==> src/rtl/fbp_pkg.sv <==
package fbp_pkg;
   typedef enum logic [1:0] {
      CMD_NONE   = 2'b00,
      CMD_LOCK   = 2'b01,
      CMD_UNLOCK = 2'b10,
      CMD_DOWN   = 2'b11
   } lk_cmd_e;
endpackage

==> src/rtl/fbp_blk_decode.sv <==
module fbp_blk_decode #(
   parameter int ADDR_W     = 20,
   parameter int MAIN_LOG2  = 15,
   parameter int PARAM_LOG2 = 12,
   parameter int N_PARAM    = 8,
   parameter bit TOP_BOOT   = 1'b1,
   parameter int IDX_W      = 6
) (
   input  logic [ADDR_W-1:0] addr_i,
   output logic [IDX_W-1:0]  idx_o
);
   localparam int SLOT_W = ADDR_W - MAIN_LOG2;
   localparam int SUB_W  = MAIN_LOG2 - PARAM_LOG2;
   localparam int N_SLOT = 2 ** SLOT_W;
   localparam int N_MAIN = N_SLOT - 1;

   logic [SLOT_W-1:0] slot;
   logic [SUB_W-1:0]  sub;
   logic              unused_low;

   assign slot       = addr_i[ADDR_W-1:MAIN_LOG2];
   assign sub        = addr_i[MAIN_LOG2-1:PARAM_LOG2];
   assign unused_low = ^addr_i[PARAM_LOG2-1:0];

   generate
      if (TOP_BOOT) begin : g_top
         always_comb begin
            if (slot == SLOT_W'(N_SLOT - 1))
               idx_o = IDX_W'(N_MAIN) + IDX_W'(sub);
            else
               idx_o = IDX_W'(slot);
         end
      end else begin : g_bottom
         always_comb begin
            if (slot == '0)
               idx_o = IDX_W'(sub);
            else
               idx_o = IDX_W'(slot) + IDX_W'(N_PARAM - 1);
         end
      end
   endgenerate
endmodule

==> src/rtl/fbp_blk_cell.sv <==
module fbp_blk_cell
   import fbp_pkg::*;
(
   input  logic       clk,
   input  logic       rst_n,
   input  logic       wp_i,
   input  logic       hit_i,
   input  lk_cmd_e    cmd_i,
   output logic [1:0] stat_o
);
   logic lock_q;
   logic down_q;
   logic frozen;

   assign frozen = down_q & ~wp_i;

   always_ff @(posedge clk or negedge rst_n) begin
      if (!rst_n) begin
         lock_q <= 1'b1;
         down_q <= 1'b0;
      end else if (hit_i) begin
         unique case (cmd_i)
            CMD_LOCK:   if (!frozen) lock_q <= 1'b1;
            CMD_UNLOCK: if (!frozen) lock_q <= 1'b0;
            CMD_DOWN: begin
               if (!frozen) lock_q <= 1'b1;
               down_q <= 1'b1;
            end
            default: ;
         endcase
      end
   end

   assign stat_o = {down_q, lock_q | frozen};

   // a frozen block keeps its lock bit whatever is requested
   a_r4_frozen_hold: assert property (@(posedge clk) disable iff (!rst_n)
      frozen |=> $stable(lock_q));
   // no request clears lock-down
   a_r10_down_sticky: assert property (@(posedge clk) disable iff (!rst_n)
      down_q |=> down_q);
   a_r4_down_taken: assert property (@(posedge clk) disable iff (!rst_n)
      (hit_i && cmd_i == CMD_DOWN) |=> down_q);
endmodule

==> src/rtl/fbp_op_gate.sv <==
module fbp_op_gate (
   input  logic clk,
   input  logic rst_n,
   input  logic start_i,
   input  logic vpp_ok_i,
   input  logic blk_prot_i,
   input  logic clr_i,
   output logic grant_o,
   output logic deny_o,
   output logic err_o
);
   logic refuse;

   assign refuse = start_i & (blk_prot_i | ~vpp_ok_i);

   always_ff @(posedge clk or negedge rst_n) begin
      if (!rst_n) begin
         grant_o <= 1'b0;
         deny_o  <= 1'b0;
         err_o   <= 1'b0;
      end else begin
         grant_o <= start_i & ~refuse;
         deny_o  <= refuse;
         err_o   <= (err_o & ~clr_i) | refuse;
      end
   end

   a_r7_one_verdict: assert property (@(posedge clk) disable iff (!rst_n)
      !(grant_o && deny_o));
   a_r6_verdict_after_start: assert property (@(posedge clk) disable iff (!rst_n)
      (grant_o || deny_o) |-> $past(start_i));
   a_r7_deny_flags: assert property (@(posedge clk) disable iff (!rst_n)
      deny_o |-> err_o);
   a_r7_lockout_denies: assert property (@(posedge clk) disable iff (!rst_n)
      (start_i && !vpp_ok_i) |=> deny_o);
   // the verdict depends on the voltage in the start cycle only
   a_r8_start_sample: assert property (@(posedge clk) disable iff (!rst_n)
      (start_i && vpp_ok_i && !blk_prot_i) |=> grant_o);
   a_r9_err_sticky: assert property (@(posedge clk) disable iff (!rst_n)
      (err_o && !clr_i) |=> err_o);
endmodule

==> src/rtl/fbp_prot_mgr.sv <==
module fbp_prot_mgr
   import fbp_pkg::*;
#(
   parameter int ADDR_W     = 20,
   parameter int MAIN_LOG2  = 15,
   parameter int PARAM_LOG2 = 12,
   parameter int N_PARAM    = 8,
   parameter bit TOP_BOOT   = 1'b1
) (
   input  logic              clk,
   input  logic              rst_n,
   input  logic              wp_i,
   input  logic [1:0]        lk_cmd_i,
   input  logic [ADDR_W-1:0] lk_addr_i,
   input  logic              op_start_i,
   input  logic [ADDR_W-1:0] op_addr_i,
   input  logic              vpp_ok_i,
   input  logic              err_clr_i,
   output logic              op_grant_o,
   output logic              op_deny_o,
   output logic              prot_err_o,
   input  logic [ADDR_W-1:0] st_addr_i,
   output logic [1:0]        st_lock_o
);
   localparam int N_MAIN = 2 ** (ADDR_W - MAIN_LOG2) - 1;
   localparam int N_BLK  = N_MAIN + N_PARAM;
   localparam int IDX_W  = $clog2(N_BLK);

   generate
      if (N_PARAM * (2 ** PARAM_LOG2) != 2 ** MAIN_LOG2) begin : g_bad_geom
         $error("parameter blocks must exactly fill one main-block slot");
      end
      if (ADDR_W <= MAIN_LOG2 || MAIN_LOG2 <= PARAM_LOG2) begin : g_bad_width
         $error("address widths out of order");
      end
   endgenerate

   lk_cmd_e          cmd;
   logic [IDX_W-1:0] lk_idx, op_idx, st_idx;
   logic [1:0]       stat [N_BLK];
   logic             op_prot;

   assign cmd = lk_cmd_e'(lk_cmd_i);

   fbp_blk_decode #(.ADDR_W(ADDR_W), .MAIN_LOG2(MAIN_LOG2), .PARAM_LOG2(PARAM_LOG2),
                    .N_PARAM(N_PARAM), .TOP_BOOT(TOP_BOOT), .IDX_W(IDX_W))
      u_dec_lk (.addr_i(lk_addr_i), .idx_o(lk_idx));
   fbp_blk_decode #(.ADDR_W(ADDR_W), .MAIN_LOG2(MAIN_LOG2), .PARAM_LOG2(PARAM_LOG2),
                    .N_PARAM(N_PARAM), .TOP_BOOT(TOP_BOOT), .IDX_W(IDX_W))
      u_dec_op (.addr_i(op_addr_i), .idx_o(op_idx));
   fbp_blk_decode #(.ADDR_W(ADDR_W), .MAIN_LOG2(MAIN_LOG2), .PARAM_LOG2(PARAM_LOG2),
                    .N_PARAM(N_PARAM), .TOP_BOOT(TOP_BOOT), .IDX_W(IDX_W))
      u_dec_st (.addr_i(st_addr_i), .idx_o(st_idx));

   generate
      for (genvar b = 0; b < N_BLK; b++) begin : g_blk
         logic hit;
         assign hit = (cmd != CMD_NONE) && (lk_idx == IDX_W'(b));
         fbp_blk_cell u_cell (
            .clk(clk), .rst_n(rst_n), .wp_i(wp_i),
            .hit_i(hit), .cmd_i(cmd), .stat_o(stat[b]));
      end
   endgenerate

   assign st_lock_o = stat[st_idx];
   assign op_prot   = stat[op_idx][0];

   fbp_op_gate u_gate (
      .clk(clk), .rst_n(rst_n), .start_i(op_start_i), .vpp_ok_i(vpp_ok_i),
      .blk_prot_i(op_prot), .clr_i(err_clr_i),
      .grant_o(op_grant_o), .deny_o(op_deny_o), .err_o(prot_err_o));

   // every decoded address lands on an existing block
   a_r2_idx_in_range: assert property (@(posedge clk) disable iff (!rst_n)
      (lk_idx < IDX_W'(N_BLK)) && (op_idx < IDX_W'(N_BLK)) && (st_idx < IDX_W'(N_BLK)));
endmodule

==> config.mk <==
export PLATFORM = sky130hd
export DESIGN_NAME = fbp_prot_mgr
export DESIGN_NICKNAME = d
export VERILOG_FILES = /design/src/rtl/fbp_pkg.sv /design/src/rtl/fbp_blk_decode.sv /design/src/rtl/fbp_blk_cell.sv /design/src/rtl/fbp_op_gate.sv /design/src/rtl/fbp_prot_mgr.sv
export SDC_FILE = /design/constraint.sdc
export NUM_CORES = 1
export LEC_CHECK = 0
export BUFFER_PORTS_ARGS = -buffer_cell sky130_fd_sc_hd__buf_4
export CAP_MARGIN = 20
export CORE_MARGIN = 2
export CORE_UTILIZATION = 35
export DETAILED_ROUTE_END_ITERATION = 6
export GPL_TIMING_DRIVEN = 0
export HOLD_SLACK_MARGIN = 0.06
export PLACE_DENSITY = 0.58
export SETUP_SLACK_MARGIN = 0.1
export SYNTH_ARGS = -nofsm -noshare
export SYNTH_HDL_FRONTEND = slang
export SYNTH_SLANG_ARGS = --single-unit
==> constraint.sdc <==
create_clock -name clk -period 7.5 [get_ports clk]
set_clock_uncertainty 0.1 [all_clocks]
set_input_delay 1.125 -clock clk [delete_from_list [all_inputs] [get_ports clk]]
set_output_delay 1.125 -clock clk [all_outputs]
set_load 0.01 [all_outputs]
==> results.cfg <==
[logic_synthesis]
synthesis.area_um2 = 5440
ys_ff_latch = 81
synth.distinct_cells = 70
synth_edf_count = 0
avgSynthCellArea_um2 = 9.52
yosysWarnings = 0
async_reset_ff_share_pct = 100
synth_cells = 571
synth-main-ff-cell = dfrtp_1
syn_nets = 645
ys_seq_area_share_pct = 38.2

[cells_and_area]
layout_commonest_cell = mux2i_1
fin_cells = 808
most-common-layout-cells = mux2i_1, nand2_1, nor2_1
syn_to_final_growth_pct = 15.3
antenna-diode-count = 0
nets = 689
finalCoreUtilization_pct = 41.2
fillerInstances = 1509
final_area_um2 = 6270
drive_above_1_share_pct = 24.7

[placement]
gp_congestion = 1.03
placed_cell_area_um2 = 5910
dp_hpwl_um = 13700
portBuffers = 32
dp_cells = 791

[route]
wl_met2_um = 8100
routed_wl_um = 18300
drt-met1-wl_um = 8350
drtPass1Iterations = 7
ant_nets = 0
top_layer = met4
met3_length_um = 1230
drtIter0Drc = 466
vias_per_cell = 6.07
remaining_drc_errors = 3
vias = 4903
wire_per_inst_um = 22.6

[pwr]
p_sw_mw = 0.470
netSwitchingFraction_pct = 31.6
peakVddDrop_mv = 0.125
clockPowerShare_pct = 33.0
leakage_nw = 2.59
seqPwrFrac_pct = 43.1
p_int_mw = 1.02
combPwrFrac_pct = 23.9
powerDensity_nw_per_um2 = 238

[floorplan]
die_area_um2 = 16500
initial_utilization_pct = 35.8
die_x_um = 129
io_pins = 73
die_height_um = 129
std_cell_rows = 45
core-area_um2 = 15200

[setup_path]
crit_chain = buf_4 > inv_1 > o21a_1 > clkbuf_1 > buf_2 > buf_2 > nor2_1 > o311ai_0 > a22oi_1 > nand2_1 > nand3_1 > buf_4
cp_max_fo = 10
r2r_slack_ns = 5.15
timing.rr.end = u_gate.err_o$_DFF_PN0_
reg2regPathDepth = 8
r2r-start = g_blk[2].u_cell.down_q$_DFFE_PN0P_
criticalPathCategory = in -> out
worst_setup_path_end_kind = output pin
crit_slowest_cell = o311ai_0
cp-start-kind = input port
cp_data_required_time_ns = 6.27
crit_family = buffers and inverters
slowest_delay_ns = 0.53
worstPathArrival_ns = 3.82
path_buf_inv = 6

[worst_hold_path]
hold_class = reg -> reg
min_from = u_gate.err_o$_DFF_PN0_
hold_end = u_gate.err_o$_DFF_PN0_
worstHoldPathCells = 1

[clock_tree]
clk_pin_slew_ns = 0.06
cts_tree = yes
cts_resized = 0
cts_sinks = 81
hold_buffers = 0
cts_setup_buffers = 0
numCtsBuffers = 9
clk_latency_ns = 0.36
root_buffer = clkbuf_16
cts_buffer_depth = 2
htree_levels = 3

[grt]
antenna_found_initial = 0
grt_pass1_vias = 4787
grt_overflow = 0
grt_max_degree = 82
grt_pass1_wl_um = 28200
grt_usage_pct = 22.7

[timing]
max_freq_mhz = 198
worst_slew_pin_slew_ns = 1.00
fin_hold_ws_ns = 0.388
period_share_pct = 67.2
slew_headroom_pct = 32.8
rsz0062_at_grt = no
setup_viol = 0
finalSetupTns_ns = 0
finalHoldViolations = 0
min_period_ns = 5.04
slew_viol_final = 0

[flow_run]
cap_viol_max_count = 0

[run_status]
violations = design-rule violations
status = finished with violations
## layout make-up
class / count / area (µm²) / share of cell area [%]
Buffer: 32 / 165 / 2.63
Multi-Input combinational cell: 438 / 3120 / 49.8
Inverter: 20 / 75.1 / 1.20
Clock inverter: 6 / 91.3 / 1.46
Sequential cell: 81 / 2080 / 33.1
Timing Repair Buffer: 33 / 268 / 4.27
Tap cell: 188 / 235 / 3.75
Clock buffer: 10 / 239 / 3.81
## how the worst max path moves through the flow
stage | startpoint | cells after the start | slack, ns | to
after floorplan | st_addr_i[12] | 11 | 3.34 | st_lock_o[1]
after global placement | st_addr_i[18] | 12 | 2.46 | st_lock_o[0]
after detailed placement | st_addr_i[18] | 12 | 2.52 | st_lock_o[0]
after CTS | st_addr_i[18] | 12 | 2.51 | st_lock_o[0]
after global routing | st_addr_i[18] | 12 | 2.34 | st_lock_o[0]
final | st_addr_i[18] | 12 | 2.46 | st_lock_o[0]
## registers in the layout (all words and copies together), names as in the netlist
name / flops
u_gate.deny_o: 1
u_gate.err_o: 1
u_gate.grant_o: 1
g_blk.u_cell.lock_q: 39
g_blk.u_cell.down_q: 39
## routing by layer
layer / GRT usage (%) / vias up
met5: 0 / -
met4: 8.44 / 0
met3: 4.53 / 47
met2: 34.4 / 234
met1: 32.1 / 2411
li1: - / 2211
## Yosys cell counts (11+ instances only)
cell	number	area (µm²)
o21bai_1	31	233
clkbuf_1	15	56.3
nand3_1	12	60.1
nand2_1	44	165
o21ai_0	11	55.1
inv_1	19	71.3
nor2_1	43	161
nor3_1	25	125
mux2_2	36	405
mux2i_1	47	470
a21oi_1	21	105
o211ai_1	12	90.1
dfrtp_1	42	1050
a211oi_1	19	143
dfstp_2	39	1020
nor2b_1	20	125
## per-stage QoR
step	power, mW	worst slack [ns]
after floorplan	0.853	3.34
after global placement	0.986	2.46
after detailed placement	0.996	2.52
after CTS	1.49	2.51
after global routing	1.55	2.34
final	1.49	2.46
## power groups by stage
| stage | Combinational [mW] | Sequential (mW) | Clock [mW] |
|---|---|---|---|
| 6_report | 0.357 | 0.642 | 0.492 |
| 5_1_grt | 0.387 | 0.652 | 0.515 |
| 4_1_cts | 0.351 | 0.640 | 0.498 |
| 3_5_place_dp | 0.350 | 0.646 | 0 |
| 3_3_place_gp | 0.343 | 0.643 | 0 |
| 2_1_floorplan | 0.244 | 0.609 | 0 |
## cell families after synthesis
family	count (synthesis)	share of synthesized area (%)
simple gates	176	16.0
compound gates	166	22.3
mux	90	17.8
flops	81	38.2
buf+inv	52	4.42
fa+ha+maj	6	1.38
Power figures use the tool's default switching activity.
